`src/rtl/audclk_pkg.sv`:
```
package audclk_pkg;
  typedef enum logic {SRC_BUS = 1'b0, SRC_XTAL = 1'b1} src_e;
endpackage

```
`src/rtl/audclk_rst_sync.sv`:
```
module audclk_rst_sync #(
  parameter int STAGES = 2
) (
  input  logic clk,
  input  logic rst_n_in,
  output logic rst_n_out
);
  logic [STAGES-1:0] sync_q;

  always_ff @(posedge clk or negedge rst_n_in) begin
    if (!rst_n_in) sync_q <= '0;
    else           sync_q <= {sync_q[STAGES-2:0], 1'b1};
  end

  assign rst_n_out = sync_q[STAGES-1];
endmodule

```
`src/rtl/audclk_src_mux.sv`:
```
module audclk_src_mux
  import audclk_pkg::*;
(
  input  logic clk,
  input  logic rst_n,
  input  logic src_sel,
  input  logic bus_tick,
  input  logic xtal_tick,
  input  logic gpio_tick,
  output logic int_tick,
  output logic ext_tick_q
);
  logic ext_tick_d;

  always_comb begin
    int_tick   = (src_e'(src_sel) == SRC_XTAL) ? xtal_tick : bus_tick;
    ext_tick_d = gpio_tick;
  end

  always_ff @(posedge clk or negedge rst_n) begin
    if (!rst_n) ext_tick_q <= 1'b0;
    else        ext_tick_q <= ext_tick_d;
  end
endmodule

```
`src/rtl/audclk_even_div.sv`:
```
module audclk_even_div #(
  parameter int W           = 8,
  parameter bit BYPASS_OK   = 1'b0,
  parameter int RST_HALF_M1 = 0,
  parameter bit RST_BYP     = 1'b0
) (
  input  logic         clk,
  input  logic         rst_n,
  input  logic         in_tick,
  input  logic [W-1:0] half_m1_i,
  input  logic         byp_i,
  output logic         tick_o,
  output logic         lvl_o
);
  localparam logic [W-1:0] HALF_RST = W'(RST_HALF_M1);

  logic [W-1:0] cnt_q, cnt_d, half_q, half_d;
  logic         lvl_q, lvl_d, byp_q, byp_d;
  logic         tick_q, tick_d, pls_q, pls_d;
  logic         byp_ok;

  assign byp_ok = byp_i & BYPASS_OK;

  always_comb begin
    cnt_d  = cnt_q;
    half_d = half_q;
    lvl_d  = lvl_q;
    byp_d  = byp_q;
    tick_d = 1'b0;
    pls_d  = 1'b0;
    if (in_tick) begin
      if (byp_q) begin
        tick_d = 1'b1;
        pls_d  = 1'b1;
        cnt_d  = '0;
        lvl_d  = 1'b0;
        half_d = half_m1_i;
        byp_d  = byp_ok;
      end else if (cnt_q == half_q) begin
        cnt_d = '0;
        lvl_d = ~lvl_q;
        if (!lvl_q) begin
          tick_d = 1'b1;
        end else begin
          half_d = half_m1_i;
          byp_d  = byp_ok;
        end
      end else begin
        cnt_d = cnt_q + 1'b1;
      end
    end
  end

  always_ff @(posedge clk or negedge rst_n) begin
    if (!rst_n) begin
      cnt_q  <= '0;
      half_q <= HALF_RST;
      lvl_q  <= 1'b0;
      byp_q  <= RST_BYP & BYPASS_OK;
      tick_q <= 1'b0;
      pls_q  <= 1'b0;
    end else begin
      cnt_q  <= cnt_d;
      half_q <= half_d;
      lvl_q  <= lvl_d;
      byp_q  <= byp_d;
      tick_q <= tick_d;
      pls_q  <= pls_d;
    end
  end

  assign tick_o = tick_q;
  assign lvl_o  = lvl_q | pls_q;


  tick_after_input_chk: assert property (@(posedge clk) disable iff (!rst_n)
    tick_q |-> $past(in_tick));


  level_moves_on_input_chk: assert property (@(posedge clk) disable iff (!rst_n)
    !$stable(lvl_q) |-> $past(in_tick));


  reload_at_boundary_chk: assert property (@(posedge clk) disable iff (!rst_n)
    !$stable(half_q) |-> ($fell(lvl_q) || $past(byp_q)));


  count_in_range_chk: assert property (@(posedge clk) disable iff (!rst_n)
    cnt_q <= half_q);
endmodule

```
`src/rtl/audclk_gen.sv`:
```
module audclk_gen #(
  parameter int MDIV_W   = 3,
  parameter int BDIV_W   = 8,
  parameter int MDIV_RST = 0,
  parameter int BDIV_RST = 1
) (
  input  logic              clk,
  input  logic              rst_n,
  input  logic              src_sel,
  input  logic              bus_tick,
  input  logic              xtal_tick,
  input  logic              mclk_ext,
  input  logic              gpio_mclk_tick,
  input  logic [MDIV_W-1:0] mclk_div,
  input  logic [BDIV_W-1:0] bclk_div,
  input  logic              mclk_oe,
  output logic              mclk_tick,
  output logic              mclk_pin,
  output logic              bclk_tick,
  output logic              bclk_lvl
);
  localparam int M_RST_HALF = (MDIV_RST == 0) ? 0 : MDIV_RST - 1;
  localparam bit M_RST_BYP  = (MDIV_RST == 0);
  localparam logic [MDIV_W-1:0] M_ONE = MDIV_W'(1);

  logic rst_ns;
  logic int_tick, ext_tick_q;
  logic mdiv_tick, mdiv_lvl, mclk_lvl;
  logic [MDIV_W-1:0] m_half_m1;
  logic m_byp;

  audclk_rst_sync #(.STAGES(2)) u_rst (
    .clk(clk), .rst_n_in(rst_n), .rst_n_out(rst_ns)
  );

  audclk_src_mux u_mux (
    .clk(clk), .rst_n(rst_ns), .src_sel(src_sel), .bus_tick(bus_tick),
    .xtal_tick(xtal_tick), .gpio_tick(gpio_mclk_tick),
    .int_tick(int_tick), .ext_tick_q(ext_tick_q)
  );

  always_comb begin
    m_byp     = (mclk_div == '0);
    m_half_m1 = mclk_div - M_ONE;
  end

  audclk_even_div #(
    .W(MDIV_W), .BYPASS_OK(1'b1), .RST_HALF_M1(M_RST_HALF), .RST_BYP(M_RST_BYP)
  ) u_mdiv (
    .clk(clk), .rst_n(rst_ns), .in_tick(int_tick & ~mclk_ext),
    .half_m1_i(m_half_m1), .byp_i(m_byp),
    .tick_o(mdiv_tick), .lvl_o(mdiv_lvl)
  );

  always_comb begin
    mclk_tick = mclk_ext ? ext_tick_q : mdiv_tick;
    mclk_lvl  = mclk_ext ? ext_tick_q : mdiv_lvl;
    mclk_pin  = mclk_oe & mclk_lvl;
  end

  audclk_even_div #(
    .W(BDIV_W), .BYPASS_OK(1'b0), .RST_HALF_M1(BDIV_RST), .RST_BYP(1'b0)
  ) u_bdiv (
    .clk(clk), .rst_n(rst_ns), .in_tick(mclk_tick),
    .half_m1_i(bclk_div), .byp_i(1'b0),
    .tick_o(bclk_tick), .lvl_o(bclk_lvl)
  );


  bclk_follows_mclk_chk: assert property (@(posedge clk) disable iff (!rst_ns)
    bclk_tick |-> $past(mclk_tick));


  bclk_level_moves_on_mclk_chk: assert property (@(posedge clk) disable iff (!rst_ns)
    !$stable(bclk_lvl) |-> $past(mclk_tick));
endmodule

```
`config.mk`:
```
export PLATFORM = sky130hd
export DESIGN_NAME = audclk_gen
export DESIGN_NICKNAME = d
export VERILOG_FILES = /design/src/rtl/audclk_pkg.sv /design/src/rtl/audclk_rst_sync.sv /design/src/rtl/audclk_src_mux.sv /design/src/rtl/audclk_even_div.sv /design/src/rtl/audclk_gen.sv
export SDC_FILE = /design/constraint.sdc
export NUM_CORES = 1
export LEC_CHECK = 0
export BUFFER_PORTS_ARGS = -buffer_cell sky130_fd_sc_hd__buf_4
export CAP_MARGIN = 20
export CORE_ASPECT_RATIO = 1.2
export CORE_MARGIN = 4
export CORE_UTILIZATION = 60
export CTS_CLUSTER_SIZE = 12
export DETAILED_ROUTE_END_ITERATION = 10
export PLACE_DENSITY_LB_ADDON = 0.25
export SLEW_MARGIN = 20
export SYNTH_ARGS = -nofsm -noshare
export SYNTH_HDL_FRONTEND = slang
export SYNTH_SLANG_ARGS = --single-unit
```
`constraint.sdc`:
```
create_clock -name clk -period 1.36 [get_ports clk]
set_input_delay 0.136 -clock clk [delete_from_list [all_inputs] [get_ports clk]]
set_output_delay 0.136 -clock clk [all_outputs]
set_load 0.02 [all_outputs]
```
# Word-level counts from Yosys, hierarchy flattened
# Index checks and enable logic that the tools add are counted.
# op_classes
n_addsub	3
n_eq_ne	2
muxes	26
bitwise_logic	6
n_reduce_logical	7
# op_table
cell	n
2-to-1 mux 8 bit	3
2-to-1 mux 1 bit	18
2-to-1 mux 3 bit	5
adder 8 x 1 -> 8 bit, second input constant	1
== test 8 bit	1
AND reduction 3 bit	2
AND reduction 2 bit	2
nonzero test 2 bit	2
adder 3 x 1 -> 3 bit, second input constant	1
== test 3 bit	1
logical NOT 3 bit	1
inverter 1 bit	3
subtractor 3 x 1 -> 3 bit, second input constant	1
bitwise AND 1 bit	2
OR 1 bit	1
# word_totals
reg_bits	31
inputBits	19
out_inout_bits	4

# Depth between registers and ports, before layout
# depth
depth_word	4
ltp_mapped	6
mapped_depth_nobuf	6

# By module
# A second synthesis with hierarchy kept.
# hier_totals
cells_unflattened	144
hier_area_um2	1621.6
# modules_own_cells
mod	instances	cells_per_inst	area_each_um2	seq_area_each_um2
audclk_even_div at u_bdiv	1	77	880.8	451.7
audclk_even_div at u_mdiv	1	48	564.3	251.5
audclk_gen	1	14	82.6	0.0
audclk_rst_sync	1	3	53.8	50.0
audclk_src_mux	1	2	40.0	25.0

# Least setup slack after synthesis
# OpenSTA, ideal clock, no wires.
# synth_timing
path_kind	register to register
startpoint	register u_bdiv.cnt_q[4]
endpoint	register u_bdiv.half_q[1]
arrival_ns	1.662
t_required_ns	1.235
path_slack_ns	-0.427
stages_incl_launch_ff	7
n_path_buf	1
synth_period_minus_slack_ns	1.787
cell_sequence	dfrtp_1 clkbuf_1 xnor2_1 nand2_1 nor4_4 nand2_4 mux2_4
# synth_via
elab_chain_len	2
# synth_lines
element	line	source
start, declared	audclk_even_div.sv:17	logic [W-1:0] cnt_q, cnt_d, half_q, half_d;
start signal, assigned	audclk_even_div.sv:63	cnt_q <= cnt_d;
== test 8 bit	audclk_even_div.sv:39	end else if (cnt_q == half_q) begin
AND reduction 3 bit (no source line)	--	
end signal, assigned	audclk_even_div.sv:64	half_q <= half_d;
end, declared	audclk_even_div.sv:17	
# Every way passes these cells.
# A chain may end at the register's enable or synchronous reset.

# Worst setup path in the final report
# layout_timing
startpoint	register u_bdiv.half_q[0]
endpoint	register u_bdiv.half_q[3]
# layout_via
elab_chain_len	2
# layout_lines
element	line
== test 8 bit	audclk_even_div.sv:39
AND reduction 3 bit (no source line)	--
# Every way passes these cells.

==> run_results.csv <==
group,metric,value,unit
power_and_ir_drop,ir_drop,0.00125,V
route,via_count,1469,
sta,setup_violations,28,
run_status,status,"finished with violations",
route,drt_iter0_markers,89,
clock_network,cts_tree,"built",
synth,synth_cells,132,
sta,period_minus_slack,1880,ps
sta,hold_slack,13.6,ps
die,start_util,64.8,%
setup_path,cp_top_family,"simple AND/OR/NAND/NOR gates",
synth,yosysSeqAreaShare,50.5,%
sta,period_share,138,%
setup_path,cpPeakStageDelay,570,ps
placement,dp_hpwl,2.68,mm
synth,ys_types,41,
power_and_ir_drop,power_leakage,1.12,nW
synth,synth_top_area_share,47.1,%
global_routing,grt_pass1_vias,1602,
sta,slew_violations,0,
clock_network,cts_root_buf,"clkbuf_4",
route,drc,0,
setup_path,worst-path-buf-inv,0,
die,die_w,54.3,µm
global_routing,grt_antenna_before_repair,0,
layout,stdcell_area,2270,µm²
die,dieArea,3440,µm²
placement,dpl_cell_area,1990,µm²
setup_path,r2r_start,"u_bdiv.half_q[0]$_DFFE_PN1P_",
synth,avgSynthCellArea,11.7,µm²
synth,synthFlopType,"dfrtp_1",
clock_network,cts-htree-levels,2,
hold_path,hold_path.class,"primary input to flop",
flow_run,max_cap_violations,0,
hold_path,min_to,"u_bdiv.half_q[7]$_DFFE_PN0P_",
sta,max_freq,532,MHz
sta,rsz0062_at_grt,"yes",
sta,setup_ws,-519,ps
route,dr.pass1.iters,4,
synth,syn-cell-area,1540,µm²
setup_path,reg2reg_depth,5,
power_and_ir_drop,p_int,0.00221,W
placement,portBuffers,22,
setup_path,setup.worst_path.end_class,"flop",
setup_path,worstPathCellList,"xnor2_2 > nand2_2 > nor4_4 > nand2_4 > mux2_4",
route,drt-vias-per-instance,6.47,
placement,gp_congestion,0.843,
power_and_ir_drop,clkPwrFrac,17.3,%
hold_path,min_from,"bclk_div[7]",
power_and_ir_drop,pwr-share-comb,46.8,%
setup_path,critPathMaxFanout,8,
layout,syn_to_final_growth,47.1,%
clock_network,clk-insertion-delay-late,350,ps
power_and_ir_drop,sw_frac_of_total,40.5,%
clock_network,clk_path_buf_depth,2,
route,routed_wl,5.95,mm
synth,synth_top_cells_by_count,"29 x dfrtp_1, 11 x nand2_1, 8 x mux2_4, 8 x xnor2_1, 8 x xor2_1",
power_and_ir_drop,powerDensity,1640,nW/µm²
synth,yosys_warnings,0,
setup_path,r2r_end,"u_bdiv.half_q[3]$_DFFE_PN0P_",
sta,hold_viol_final,0,
synth,ys_ff_latch,31,
setup_path,worstPathRequired,1590,ps
layout,drive_gt1_share,53.1,%
die,core,2380,µm²
layout,nets,218,
global_routing,grt_pass1_wl,8.00,mm
setup_path,r2r_slack,-520,ps
clock_network,numCtsBuffers,5,
synth,synth_most_common_cell,"dfrtp_1",
synth,ys_async_sr_fraction,100,%
setup_path,crit_type,"flop to flop",
die,pin_count,23,
setup_path,crit_arrival,2110,ps
synth,synth_area_leader_cell,"dfrtp_1",
setup_path,cp-start-kind,"flop",
route,wl_per_cell,26.2,µm
die,die_h,63.5,µm
route,ant_nets,0,
global_routing,grt_overflow_total,0,
power_and_ir_drop,p_switching,0.00150,W
sta,final.setup_skew,10.5,ps
setup_path,slowest_stage,"dfstp_2",
global_routing,track_usage,33.9,%
layout,num_antenna_cells,0,
run_status,violations,"negative setup slack",
synth,synth.area.top_cells,"dfrtp_1 47%, mux2_4 7.8%, xnor2_1 4.5%, xor2_1 4.5%, dfstp_2 3.4%",
synth,synth_edf_count,0,
global_routing,grt_max_degree,30,
synth,synth_fp_nets,155,
die,core.rowCount,19,
clock_network,numClockSinks,31,
power_and_ir_drop,p_seq_share,35.9,%
clock_network,path_clk_slew,100,ps
hold_path,hold_depth,2,
-- layout by cell type, fill, tap and decap left out, drive strengths merged, types with 3 or more instances in the layout --
cell / n
ha: 4
xnor2: 8
inv: 3
nor3: 3
mux2: 10
mux2i: 3
nor2: 7
nand3: 5
xor2: 8
clkbuf: 8
a21o: 4
a21oi: 5
nand2: 12
buf: 56
nand4: 3
dfrtp: 29
nor4: 3
o21ai: 4
-- cell type report --
| type | instances | area (µm²) |
|---|---|---|
| Tap cell | 31 | 38.8 |
| Inverter | 4 | 20.0 |
| Sequential cell | 31 | 778 |
| Timing Repair Buffer | 58 | 470 |
| Fill cell | 61 | 111 |
| Multi-Input combinational cell | 95 | 890 |
| Clock buffer | 8 | 68.8 |
-- cells by family after synthesis --
logic type,share of synthesized area (%)
AND/OR/NAND/NOR,16.0
buffers and inverters,1.54
flip-flops,50.5
XOR/XNOR,9.10
other,0.243
multiplexers,11.5
AO/OA/AOI/OAI,7.88
adder cells (fa/ha/maj),3.25
-- worst register-to-register path: stages (launching register included) --
cell and delay, ps:
dfstp_2 570, xnor2_2 140, nand2_2 110, nor4_4 400, nand2_4 190, mux2_4 350
-- power groups by stage --
| stage | registers, W | clock network [W] | logic [W] |
|---|---|---|---|
| after floorplan | 0.00131 | 0 | 0.000624 |
| after global placement | 0.00126 | 0 | 0.00112 |
| after global routing | 0.00134 | 0.000702 | 0.00182 |
| after detailed placement | 0.00127 | 0 | 0.00120 |
| after CTS | 0.00127 | 0.000613 | 0.00146 |
| final | 0.00133 | 0.000643 | 0.00174 |
-- stage by stage --
stage | worst slack (ps) | cells | util [%] | setup TNS, ps | power (W)
5_1_grt | -578 | 227 | 95.3 | -9680 | 0.00386
3_5_place_dp | -421 | 214 | 83.7 | -6080 | 0.00247
4_1_cts | -412 | 227 | 93.4 | -5190 | 0.00335
3_3_place_gp | -350 | 214 | 83.7 | -4880 | 0.00238
6_report | -519 | 227 | 95.3 | -8240 | 0.00372
2_1_floorplan | -426 | 132 | - | -4820 | 0.00194
-- how the worst max path moves through the flow --
stage                                 startpoint                            to  slack, ps  cells after the start
finish              u_bdiv.half_q[0]$_DFFE_PN1P_  u_bdiv.half_q[3]$_DFFE_PN0P_       -520                      5
CTS                 u_bdiv.half_q[7]$_DFFE_PN0P_  u_bdiv.half_q[5]$_DFFE_PN0P_       -410                      5
detailed placement  u_bdiv.half_q[0]$_DFFE_PN1P_  u_bdiv.half_q[5]$_DFFE_PN0P_       -420                      5
global route        u_bdiv.half_q[0]$_DFFE_PN1P_  u_bdiv.half_q[1]$_DFFE_PN0P_       -580                      5
floorplan           u_bdiv.half_q[0]$_DFFE_PN1P_  u_bdiv.half_q[1]$_DFFE_PN0P_       -430                      5
global placement    u_bdiv.half_q[0]$_DFFE_PN1P_   u_bdiv.cnt_q[2]$_DFFE_PN0P_       -350                      7
-- flip-flops by register name (all words and copies together), names as in the netlist --
signal and cells:
u_bdiv.half_q 8, u_mdiv.cnt_q 3, u_mdiv.pls_q 1, u_mdiv.tick_o 1, u_mdiv.byp_q 1, u_mdiv.half_q 3
u_mdiv.lvl_q 1, u_bdiv.tick_o 1, u_bdiv.cnt_q 8, u_bdiv.lvl_q 1, u_rst.sync_q 2, u_mux.ext_tick_q 1
-- what timing repair did --
action | CTS | global route
endpoints found under the hold margin | 3 | 0
hold buffers | 2 | 0
endpoints found under the setup margin | 24 | 29
gates resized for setup | 27 | 9
setup buffers | 4 | 2
pin swaps | 12 | 7
-- routing by layer --
metal | share of wire, % | global-route usage, %
met2 | 50 | 58.2
met1 | 34 | 33.9
met5 | 0 | 0
met3 | 9.2 | 10.4
met4 | 6.8 | 19.9
Note: power is estimated with default switching activity, not from simulation.
